### src/rtl/vec_irq_pkg.sv
package vec_irq_pkg;
  localparam int NSLOT  = 12;
  localparam int SLOT_W = 4;
  localparam int VEC_W  = 14;
  localparam int NMASK  = NSLOT - 2;
  localparam int NPIN   = 6;
  localparam int NINT   = 6;

  localparam int SLOT_RST = 0;
  localparam int SLOT_PD  = 1;
  localparam int SLOT_S0T = 5;
  localparam int SLOT_S0R = 6;
  localparam int SLOT_DMA = 8;
  localparam int SLOT_S1T = 9;
  localparam int SLOT_S1R = 10;
  localparam int SLOT_TMR = 11;

  // slots that software may raise: 5,6,8,9,10,11
  localparam logic [NSLOT-1:0] SOFT_OK = 12'b1111_0110_0000;

  typedef enum logic [1:0] {SENSE_LEVEL, SENSE_EDGE, SENSE_PROG} sense_e;

  typedef struct packed {
    logic pin_mode;
    logic edge0;
    logic edge1;
    logic edge2;
    logic nested;
    logic gie;
  } ctl_t;

  localparam int CTL_W = $bits(ctl_t);

  function automatic logic [VEC_W-1:0] slot_vec(input logic [SLOT_W-1:0] s);
    logic [SLOT_W+1:0] v;
    if (s == SLOT_W'(SLOT_RST)) return '0;
    if (s == SLOT_W'(SLOT_PD))  return VEC_W'(16'h002C);
    v = {s - SLOT_W'(1), 2'b00};
    return VEC_W'(v);
  endfunction
endpackage

### src/rtl/vec_irq_sense.sv
module vec_irq_sense
  import vec_irq_pkg::*;
#(
  parameter sense_e KIND = SENSE_PROG,
  parameter int     SYNC = 2
) (
  input  logic clk,
  input  logic rst,
  input  logic pin_n,
  input  logic edge_sel,
  input  logic clr,
  output logic pend
);
  logic [SYNC-1:0] sy;
  logic            prev;
  logic            hit;
  logic            use_edge;
  logic            fall;

  assign use_edge = (KIND == SENSE_EDGE) | ((KIND == SENSE_PROG) & edge_sel);
  assign fall     = prev & ~sy[SYNC-1];

  always_ff @(posedge clk) begin
    if (rst) begin
      sy   <= '1;
      prev <= 1'b1;
      hit  <= 1'b0;
    end else begin
      sy   <= {sy[SYNC-2:0], pin_n};
      prev <= sy[SYNC-1];
      hit  <= use_edge & (fall | (hit & ~clr));
    end
  end

  assign pend = use_edge ? hit : ~sy[SYNC-1];
endmodule

### src/rtl/vec_irq_prio.sv
module vec_irq_prio
  import vec_irq_pkg::*;
(
  input  logic [NSLOT-1:0]  elig,
  output logic              win_v,
  output logic [SLOT_W-1:0] win_s
);
  always_comb begin
    win_v = |elig;
    win_s = '0;
    for (int i = NSLOT - 1; i >= 0; i--) begin
      if (elig[i]) win_s = SLOT_W'(i);
    end
  end
endmodule

### src/rtl/vec_irq_stack.sv
module vec_irq_stack #(
  parameter int DEPTH  = 4,
  parameter int SLOT_W = 4,
  parameter int IDLE   = 12,
  localparam int DW    = $clog2(DEPTH + 1),
  localparam int AW    = (DEPTH > 1) ? $clog2(DEPTH) : 1
) (
  input  logic              clk,
  input  logic              rst,
  input  logic              push,
  input  logic [SLOT_W-1:0] push_slot,
  input  logic              pop,
  input  logic              flush,
  output logic              full,
  output logic              empty,
  output logic [SLOT_W-1:0] top,
  output logic [DW-1:0]     depth
);
  logic [SLOT_W-1:0] mem [DEPTH];
  logic [DW-1:0]     depth_q;
  logic              pop_ok;
  logic              push_ok;
  logic [DW-1:0]     wr_pos;

  assign empty   = (depth_q == '0);
  assign full    = (depth_q == DW'(DEPTH));
  assign pop_ok  = pop & ~empty;
  assign push_ok = push & (~full | pop_ok);
  assign wr_pos  = depth_q - DW'(pop_ok);

  always_ff @(posedge clk) begin
    if (push_ok && !flush) mem[AW'(wr_pos)] <= push_slot;
  end

  always_ff @(posedge clk) begin
    if (rst || flush) depth_q <= '0;
    else              depth_q <= depth_q - DW'(pop_ok) + DW'(push_ok);
  end

  assign top   = empty ? SLOT_W'(IDLE) : mem[AW'(depth_q - DW'(1))];
  assign depth = depth_q;
endmodule

### src/rtl/vec_irq_ctrl.sv
module vec_irq_ctrl
  import vec_irq_pkg::*;
#(
  parameter int STACK_DEPTH = 4,
  parameter int SYNC_STAGES = 2,
  localparam int DEPTH_W    = $clog2(STACK_DEPTH + 1)
) (
  input  logic              clk,
  input  logic              rst,
  input  logic              cfg_we,
  input  logic [1:0]        cfg_addr,
  input  logic [NMASK-1:0]  cfg_wdata,
  input  logic              reset_req,
  input  logic              pwrdn_req,
  input  logic              irq2_n,
  input  logic              irql1_n,
  input  logic              irql0_n,
  input  logic              irqe_n,
  input  logic              irq1_n,
  input  logic              irq0_n,
  input  logic [NINT-1:0]   int_req,
  input  logic              irq_ack,
  input  logic              irq_ret,
  output logic              irq_valid,
  output logic [VEC_W-1:0]  irq_vec,
  output logic [SLOT_W-1:0] irq_src
);
  localparam int PIN_SLOT [NPIN] = '{2, 3, 4, 7, 9, 10};
  localparam sense_e PIN_KIND [NPIN] =
    '{SENSE_PROG, SENSE_LEVEL, SENSE_LEVEL, SENSE_EDGE, SENSE_PROG, SENSE_PROG};

  // configuration registers
  logic [NMASK-1:0] mask_q;
  ctl_t             ctl_q;
  logic             gie_w, nested_w;

  always_ff @(posedge clk) begin
    if (rst) begin
      mask_q <= '0;
      ctl_q  <= '0;
    end else if (cfg_we) begin
      if (cfg_addr == 2'd0) mask_q <= cfg_wdata;
      if (cfg_addr == 2'd1) ctl_q  <= ctl_t'(cfg_wdata[CTL_W-1:0]);
    end
  end

  assign gie_w    = ctl_q.gie;
  assign nested_w = ctl_q.nested;

  // output registers and take decode
  logic              valid_q;
  logic [VEC_W-1:0]  vec_q;
  logic [SLOT_W-1:0] src_q;
  logic              take;
  logic [NSLOT-1:0]  take_hot;

  assign take     = irq_ack & valid_q;
  assign take_hot = take ? (NSLOT'(1) << src_q) : '0;

  // external pin sensing
  logic [NPIN-1:0] ext_n;
  logic [NPIN-1:0] pin_edge;
  logic [NPIN-1:0] pin_pend;

  assign ext_n    = {irq0_n, irq1_n, irqe_n, irql0_n, irql1_n, irq2_n};
  assign pin_edge = {ctl_q.edge0, ctl_q.edge1, 3'b000, ctl_q.edge2};

  for (genvar g = 0; g < NPIN; g++) begin : g_pin
    vec_irq_sense #(
      .KIND (PIN_KIND[g]),
      .SYNC (SYNC_STAGES)
    ) u_sense (
      .clk      (clk),
      .rst      (rst),
      .pin_n    (ext_n[g]),
      .edge_sel (pin_edge[g]),
      .clr      (take_hot[PIN_SLOT[g]]),
      .pend     (pin_pend[g])
    );
  end

  // internal and software request latches
  logic [NSLOT-1:0] int_set;
  logic [NSLOT-1:0] int_lat;

  always_comb begin
    int_set           = '0;
    int_set[SLOT_TMR] = int_req[0];
    int_set[SLOT_DMA] = int_req[1];
    int_set[SLOT_S0T] = int_req[2];
    int_set[SLOT_S0R] = int_req[3];
    int_set[SLOT_S1T] = int_req[4];
    int_set[SLOT_S1R] = int_req[5];
    if (cfg_we && cfg_addr == 2'd2) int_set = int_set | {cfg_wdata, 2'b00};
  end

  always_ff @(posedge clk) begin
    if (rst) int_lat <= '0;
    else     int_lat <= (int_set | (int_lat & ~take_hot)) & SOFT_OK;
  end

  // power-down request latch
  logic pd_prev, pd_lat;

  always_ff @(posedge clk) begin
    if (rst) begin
      pd_prev <= 1'b0;
      pd_lat  <= 1'b0;
    end else begin
      pd_prev <= pwrdn_req;
      pd_lat  <= (pwrdn_req & ~pd_prev) | (pd_lat & ~take_hot[SLOT_PD]);
    end
  end

  // pending vector in slot order
  logic [NSLOT-1:0] pend;

  always_comb begin
    pend            = int_lat;
    pend[SLOT_RST]  = reset_req;
    pend[SLOT_PD]   = pd_lat;
    pend[2]         = pin_pend[0];
    pend[3]         = pin_pend[1];
    pend[4]         = pin_pend[2];
    pend[7]         = pin_pend[3];
    pend[SLOT_S1T]  = ctl_q.pin_mode ? pin_pend[4] : int_lat[SLOT_S1T];
    pend[SLOT_S1R]  = ctl_q.pin_mode ? pin_pend[5] : int_lat[SLOT_S1R];
  end

  // active-level stack
  logic              act_full, act_empty;
  logic [SLOT_W-1:0] act_top;
  logic [DEPTH_W-1:0] act_depth;

  vec_irq_stack #(
    .DEPTH  (STACK_DEPTH),
    .SLOT_W (SLOT_W),
    .IDLE   (NSLOT)
  ) u_stack (
    .clk       (clk),
    .rst       (rst),
    .push      (take & (src_q != SLOT_W'(SLOT_RST))),
    .push_slot (src_q),
    .pop       (irq_ret),
    .flush     (take & (src_q == SLOT_W'(SLOT_RST))),
    .full      (act_full),
    .empty     (act_empty),
    .top       (act_top),
    .depth     (act_depth)
  );

  // eligibility
  logic [NSLOT-1:0] elig;

  assign elig[SLOT_RST] = pend[SLOT_RST];
  assign elig[SLOT_PD]  = pend[SLOT_PD] & ~act_full;

  for (genvar k = 2; k < NSLOT; k++) begin : g_elig
    localparam logic [SLOT_W-1:0] KS = SLOT_W'(k);
    assign elig[k] = pend[k] & mask_q[k-2] & ctl_q.gie & ~act_full &
                     (ctl_q.nested ? (KS < act_top) : act_empty);
  end

  logic              win_v;
  logic [SLOT_W-1:0] win_s;

  vec_irq_prio u_prio (
    .elig  (elig),
    .win_v (win_v),
    .win_s (win_s)
  );

  always_ff @(posedge clk) begin
    if (rst) begin
      valid_q <= 1'b0;
      vec_q   <= '0;
      src_q   <= '0;
    end else begin
      valid_q <= win_v & ~take;
      vec_q   <= slot_vec(win_s);
      src_q   <= win_s;
    end
  end

  assign irq_valid = valid_q;
  assign irq_vec   = vec_q;
  assign irq_src   = src_q;
endmodule

### config.mk
export PLATFORM = sky130hd
export DESIGN_NAME = vec_irq_ctrl
export DESIGN_NICKNAME = d
export VERILOG_FILES = /design/src/rtl/vec_irq_pkg.sv /design/src/rtl/vec_irq_sense.sv /design/src/rtl/vec_irq_prio.sv /design/src/rtl/vec_irq_stack.sv /design/src/rtl/vec_irq_ctrl.sv
export SDC_FILE = /design/constraint.sdc
export NUM_CORES = 1
export LEC_CHECK = 0
export BUFFER_PORTS_ARGS = -buffer_cell sky130_fd_sc_hd__buf_2
export CORE_MARGIN = 1.5
export CORE_UTILIZATION = 56
export DETAILED_ROUTE_END_ITERATION = 8
export PLACE_DENSITY = 0.78
export SLEW_MARGIN = 20
export SYNTH_ARGS = -nofsm -noshare
export SYNTH_HDL_FRONTEND = slang
export SYNTH_SLANG_ARGS = --single-unit
### constraint.sdc
create_clock -name clk -period 4.55 [get_ports clk]
set_clock_uncertainty 0.15 [all_clocks]
set_input_delay 0.455 -clock clk [delete_from_list [all_inputs] [get_ports clk]]
set_output_delay 0.455 -clock clk [all_outputs]
set_load 0.005 [all_outputs]
Yosys cells after proc, flatten, opt, wreduce, memory -nomap -nowiden
Memories as Yosys holds them, arrays and structs flattened.
Cells that the tools add are included.

word-level totals
  register bits after elaboration = 72
  memory bits (writable) = 16
  input port bits = 31
  output and inout port bits = 19
  logic and storage cells = 187
  memories = 1

cells by class
  $add $sub $neg = 4
  $lt $le $gt $ge = 10
  equal/unequal tests = 4
  shifts and indexed selects = 1
  mux-type cells = 41
  bitwise logic cells = 85
  reductions and logical operators = 12

memory list
  memory       words  bits a word  rd ports  clocked after Yosys merged registers in  write ports  line                 text
  u_stack.mem  4      4            1         0                                        1            vec_irq_stack.sv:19  logic [SLOT_W-1:0] mem [DEPTH];

operators with widths
  operator                                                    number
  AND 1 bit                                                   60
  2-to-1 mux 14 bit                                           4
  2-to-1 mux 4 bit                                            13
  2-to-1 mux 12 bit                                           2
  OR 12 bit                                                   2
  2-to-1 mux 1 bit                                            22
  less-than comparator 3 x 4 -> 1 bit (first input constant)  4
  less-than comparator 4 bit (first input constant)           4
  inverter 1 bit                                              15
  AND 12 bit                                                  1
  inverter 12 bit                                             1
  OR reduction 12 bit                                         1
  << shifter 1 x 4 -> 12 bit (first input constant)           1
  logical NOT 4 bit                                           2
  less-than comparator 2 x 4 -> 1 bit (first input constant)  2
  OR 1 bit                                                    6
  equality test 4 x 1 -> 1 bit (second input constant)        1
  AND reduction 2 bit                                         2
  nonzero test 4 bit                                          1
  subtractor 4 x 1 -> 4 bit (second input constant)           1
  adder 3 x 1 -> 3 bit                                        1
  equality test 3 bit (second input constant)                 1
  logical NOT 3 bit                                           1
  subtractor 3 x 1 -> 3 bit                                   1
  other kinds (7)                                             8

Depth between registers and ports, before layout
  depth after elaboration = 25
  depth in mapped cells = 16
  depth with buffers taken out = 14

Cells and area by module
A second synthesis with hierarchy kept.

second synthesis, totals
  cells, all modules = 312
  area, all modules = 3239.4 um^2

modules (own cells, without submodules)
  module                                 times used  cells an instance  area an instance (um^2)  sequential area each (um^2)
  vec_irq_ctrl                           1           177                1587.8                   660.6
  vec_irq_stack                          1           54                 854.6                    540.5
  vec_irq_sense at g_pin[0].u_sense ...  3           13                 142.6                    80.1
  vec_irq_prio                           1           22                 128.9                    0.0
  vec_irq_sense at g_pin[3].u_sense      1           10                 127.6                    80.1
  vec_irq_sense at g_pin[1].u_sense ...  2           5                  56.3                     40.0

Worst setup path before layout
Ideal clock, no wire load.

  kind = flip-flop to flip-flop
  start point = reg u_stack.depth_q[0], in the netlist u_stack.depth[0]
  end point = reg vec_q[5], in the netlist irq_vec[5]
  library setup time = 0.120 ns
  data arrival time = 3.083 ns
  required time = 4.280 ns
  slack = 1.197 ns
  stages on the path, launching flop included = 15
  buffers on the path = 2
  clock period less this slack = 3.353 ns
  cell sequence = dfxtp_1 buf_6 inv_2 ha_1 buf_2 mux4_2 nand4b_1 a31o_2 o31ai_1 a21oi_1 or2_2 ha_1 a211o_1 a31oi_1 nor4_2

between the ends
  word-level cells in the longest chain between the ends = 24
  elaborated cells between the ends (all ways) = 70
  classes of those cells = add/sub: 2; order compare: 10; eq/ne: 2; mux: 31; bitwise: 22; reduce/logical: 2; memory: 1

ends and longest elaborated chain
  item                              line                 text
  start: declaration                vec_irq_stack.sv:20  logic [DW-1:0] depth_q;
  start signal: assignment          vec_irq_stack.sv:37  else depth_q <= depth_q - DW'(pop_ok) + DW'(push_ok);
  subtractor 2 x 1 -> 2 bit         vec_irq_stack.sv:40  assign top = empty ? SLOT_W'(IDLE) : mem[AW'(depth_q - DW'(1))];
  memory (4 x 4 bit)                n/a
  2-to-1 mux 4 bit                  vec_irq_stack.sv:40
  less-than comparator 4 bit        vec_irq_ctrl.sv:161  (ctl_q.nested ? (KS < act_top) : act_empty);
  2-to-1 mux 1 bit                  vec_irq_ctrl.sv:161
  AND 1 bit                         vec_irq_ctrl.sv:160  assign elig[k] = pend[k] & mask_q[k-2] & ctl_q.gie & ~act_full &
  2-to-1 mux 4 bit (10 in series)   vec_irq_prio.sv:12   if (elig[i]) win_s = SLOT_W'(i);
  2-to-1 mux 4 bit * (2 in series)  vec_irq_prio.sv:12
  equality test 4 x 1 -> 1 bit      vec_irq_pkg.sv:37    if (s == SLOT_W'(SLOT_PD)) return VEC_W'(16'h002C);
  2-to-1 mux 1 bit (2 in series)    vec_irq_pkg.sv:37
  2-to-1 mux 1 bit                  vec_irq_ctrl.sv:174  if (rst) begin
  2-to-1 mux 14 bit                 vec_irq_pkg.sv:38    v = {s - SLOT_W'(1), 2'b00};
  2-to-1 mux 14 bit *               vec_irq_pkg.sv:37
  end signal: assignment            vec_irq_ctrl.sv:180  vec_q <= slot_vec(win_s);
  end: declaration                  vec_irq_ctrl.sv:52   logic [VEC_W-1:0] vec_q;

Mark *: on every way between the ends. The rest lies on a longest branch, timed or not. The select of a mux whose other input is x is not followed.
A chain may end at the register's enable or synchronous reset.

Final worst setup path
Same ends and word-level chain as after synthesis.

==> parameters.txt <==
Parameter                              Value

Cells and area
  Most common cell after layout, fill and taps aside    sky130_fd_sc_hd__dfxtp_1
  Layout-stage area growth over the synthesis result    13.6%
  Share of post-route cells with drive strength above 1    26.1%
  Layout fillers    437
  Ant. Diodes    0
  Multi-input gate area    1620 um2
  Layout Nets    406
  Commonest cells after routing, fill and taps aside    56 x sky130_fd_sc_hd__dfxtp_1, 41 x sky130_fd_sc_hd__nor2_1, 39 x sky130_fd_sc_hd__buf_2
  Register cell area after layout    1600 um2
  Layout Utilization    67.4%

CTS
  Clock latency reported for the late side of the worst-skew pair    340 ps
  Buffers from clock root to sink, at most    2
  Number of buffers created by CTS    9
  Number of levels the H-tree was split into    3
  Post-CTS setup repair buffer count    0
  Root buffer cell    sky130_fd_sc_hd__clkbuf_8
  Cts-stage hold buffer count    0
  Count of instances resized after the clock tree is built    0
  CTS tree    done
  Post-CTS clock slew at the launch and capture registers of the worst setup and hold paths    80 ps
  Sinks on Clock Net    72

STA
  Total setup violations reported at the end of the flow    0
  Shortest clock period the worst path allows after layout    3890 ps
  Slew @ Worst Pin    798 ps
  Final count of pins violating max slew    0
  Remaining max-slew budget at the tightest pin    46.8%
  Sum of negative setup slack    0 ps
  Unrepaired setup endpoints after global routing    no
  Final hold viol count    0
  Max frequency    257 MHz
  Period utilization    85.6%

Floorplanning
  Core area    5610 um2
  Die Area    6420 um2
  I/O pin count    50
  Total number of placement rows    27
  Initial core utilization    59.4%
  Floorplan die height    80.1 um
  Die X-Extent    80.1 um

Detailed routing
  DRC violation count after routing    0
  Number of routed nets with antenna violations    0
  Via density    5.70
  Detailed Route Iter0 Violations    210
  Initial DRT Pass Iterations    4
  Count of vias placed by the detailed router    2533
  Total wirelength of the detailed-routed design    7190 um
  Average wire per cell in the routed design    16.2 um

Synthesis
  Area share of and/or/nand/nor cells after synthesis    21.8%
  Number of distinct library cells after synthesis    53
  Area share of the largest cell type after synthesis    33.7%
  Number of synthesized register bits    72
  Combinational family with the most area after synthesis    simple AND/OR/NAND/NOR gates
  Adder-cell share of the synthesized area    3.01%
  Async S/R FF share, synth    0%
  Yosys warning count    0
  Post-synthesis instance area    3330 um2
  Dominant register cell in the synthesized netlist    sky130_fd_sc_hd__dfxtp_1
  Post-synthesis compound-gate area fraction    13.7%
  Top cell type by total area after synthesis    sky130_fd_sc_hd__dfxtp_1
  Mean post-synth cell area    10.2 um2
  Top cells by area in the synthesized netlist    sky130_fd_sc_hd__dfxtp_1 34%, sky130_fd_sc_hd__edfxtp_1 14%, sky130_fd_sc_hd__nor2_1 4.6%
  Post-synthesis mux area share    8.27%
  Seq/Total Area, Yosys    48.1%
  Synthesized instance count    328
  Number of enable flip-flop cells after synthesis    16
  Parity-gate share of the synthesized area counting xor and xnor cells    0.526%

Worst setup path
  Most frequent cell on the critical path    sky130_fd_sc_hd__ha_1
  Reg-to-reg slack, setup    660 ps
  Count of buffering cells on the critical path with inverters included    1
  Setup crit start    u_stack.depth[0]$_SDFF_PP0_
  CP max FO    11
  Startpoint kind of the worst setup timing path    flip-flop
  Critical Path End    irq_vec[5]$_SDFF_PP0_
  Worst path depth    12
  Critical path type    reg2reg
  Cell depth of the worst flop-to-flop path    12
  Critical path data required time    4630 ps
  Worst r2r dst    irq_vec[5]$_SDFF_PP0_
  Setup crit end kind    flip-flop
  Worst path max stage delay    590 ps
  Cell chain of the critical path    inv_2, ha_1, mux4_2, nand4b_1, a31o_2, o31ai_1, a21oi_1, or2_2, ha_1, a211o_1, a31oi_1, nor4_2
  Launch instance of the worst register-to-register path    u_stack.depth[0]$_SDFF_PP0_
  Cell class contributing the biggest share of worst-path delay    compound AO/OA/AOI/OAI gates
  Signal arrival time at the worst endpoint    3980 ps
  Crit path max-delay cell type    sky130_fd_sc_hd__dfxtp_1

Global route
  Combined global-route utilization of all metal layers    24.9%
  Wire length of the first global-routing pass    11800 um
  Vias in the first global route    2450
  Maximum number of pins on one net before global-route repair    52
  GR Layer Usage met1    32.6%
  Antenna violations before repair    0
  GR Layer Usage met3    6.36%
  Met2 global-route usage    39.6%
  GR Overflow Total    0
  Global routing's busiest layer    met2

Placement
  Port Buf Inserts    39
  Post-DP HPWL    5270 um
  Routability Congestion    0.977

Pwr
  Leakage    1.54 nW
  Power density over the cells    417 nW/um2
  Max rail drop VDD    0.265 mV

Worst hold path
  Hold_sp    irql0_n
  Worst min-delay path class    in2reg
  Cells on Worst Hold Path    2

Status
  Run status    complete, no violations

Flow run
  Max capacitance violation total    0
==> layer usage <==
| layer | part of all wire, % | up-vias | wire, um |
|---|---|---|---|
| met3 | 7.8 | 9 | 564 |
| met5 | 0 | - | 0 |
| met2 | 47 | 109 | 3410 |
| met1 | 43 | 1184 | 3110 |
| met4 | 1.5 | 0 | 109 |
| li1 | - | 1231 | - |
==> worst reg2reg max path, stage by stage, from the launching register on <==
cell and delay [ps]:
sky130_fd_sc_hd__dfxtp_1 590, sky130_fd_sc_hd__inv_2 130, sky130_fd_sc_hd__ha_1 580, sky130_fd_sc_hd__mux4_2 410, sky130_fd_sc_hd__nand4b_1 220, sky130_fd_sc_hd__a31o_2 290, sky130_fd_sc_hd__o31ai_1 230, sky130_fd_sc_hd__a21oi_1 120
sky130_fd_sc_hd__or2_2 350, sky130_fd_sc_hd__ha_1 220, sky130_fd_sc_hd__a211o_1 270, sky130_fd_sc_hd__a31oi_1 190, sky130_fd_sc_hd__nor4_2 50
==> worst min path at each step <==
| stage | end | slack (ps) |
|---|---|---|
| final | g_pin[2].u_sense.sy[0]$_SDFF_PP1_ | 150 |
| after global placement | g_pin[4].u_sense.sy[1]$_SDFF_PP1_ | 240 |
| after detailed placement | g_pin[2].u_sense.sy[1]$_SDFF_PP1_ | 240 |
| after floorplan | g_pin[0].u_sense.sy[1]$_SDFF_PP1_ | 240 |
| after CTS | g_pin[0].u_sense.sy[0]$_SDFF_PP1_ | 130 |
| after global routing | g_pin[5].u_sense.sy[0]$_SDFF_PP1_ | 130 |
==> power breakdown <==
group          internal, mW  leakage (nW)  switching [mW]  total, mW
logic                 0.126         0.788           0.171      0.297
registers             0.679         0.632          0.0260      0.705
clock network         0.349         0.122           0.227      0.576
total                  1.15          1.54           0.423       1.58
==> state kept, by name, summed over array words and instances, names as in the netlist, 3 cells and up <==
signal / cells
ctl_q: 4
int_lat: 6
irq_src: 4
g_pin.u_sense.hit: 3
irq_vec: 4
u_stack.mem: 16
mask_q: 10
g_pin.u_sense.sy: 12
g_pin.u_sense.prev: 4
u_stack.depth: 3
==> cell usage after synthesis, types with 6 or more instances <==
cell type,instances
sky130_fd_sc_hd__nor2b_1,13
sky130_fd_sc_hd__dfxtp_1,56
sky130_fd_sc_hd__nand2_1,19
sky130_fd_sc_hd__and2_1,10
sky130_fd_sc_hd__nor2_1,41
sky130_fd_sc_hd__nor3_1,6
sky130_fd_sc_hd__ha_1,8
sky130_fd_sc_hd__edfxtp_1,16
sky130_fd_sc_hd__mux2i_1,14
sky130_fd_sc_hd__clkbuf_1,7
sky130_fd_sc_hd__or2_2,19
sky130_fd_sc_hd__buf_4,10
sky130_fd_sc_hd__a21oi_1,18
==> cells by family after synthesis <==
group | after synthesis
and+or+nand+nor | 138
DFF | 72
AOI/OAI and AO/OA | 59
buffers and inverters | 27
muxes | 21
adders and majority gates | 8
xor gates and xnor gates | 2
other | 1
==> area by class of cell <==
class | count | area share, %
clock inverters | 3 | 1.13
well taps | 72 | 2.38
flip-flops and latches | 72 | 42.4
repair buffers | 39 | 5.16
clock buffers | 13 | 5.33
inverters | 7 | 0.695
multi-input cells | 238 | 43.0
==> stage by stage <==
stage | cell area (um2) | setup slack [ps] | total power, mW | hold slack [ps] | std cells
2_1_floorplan | 3360 | 1200 | 0.950 | 239 | 337
3_3_place_gp | 3530 | 829 | 0.999 | 241 | 428
3_5_place_dp | 3530 | 664 | 1.01 | 243 | 428
4_1_cts | 3770 | 658 | 1.58 | 131 | 444
5_1_grt | 3780 | 420 | 1.65 | 131 | 444
6_report | 3780 | 656 | 1.58 | 146 | 444
Power figures use the tool's default switching activity.
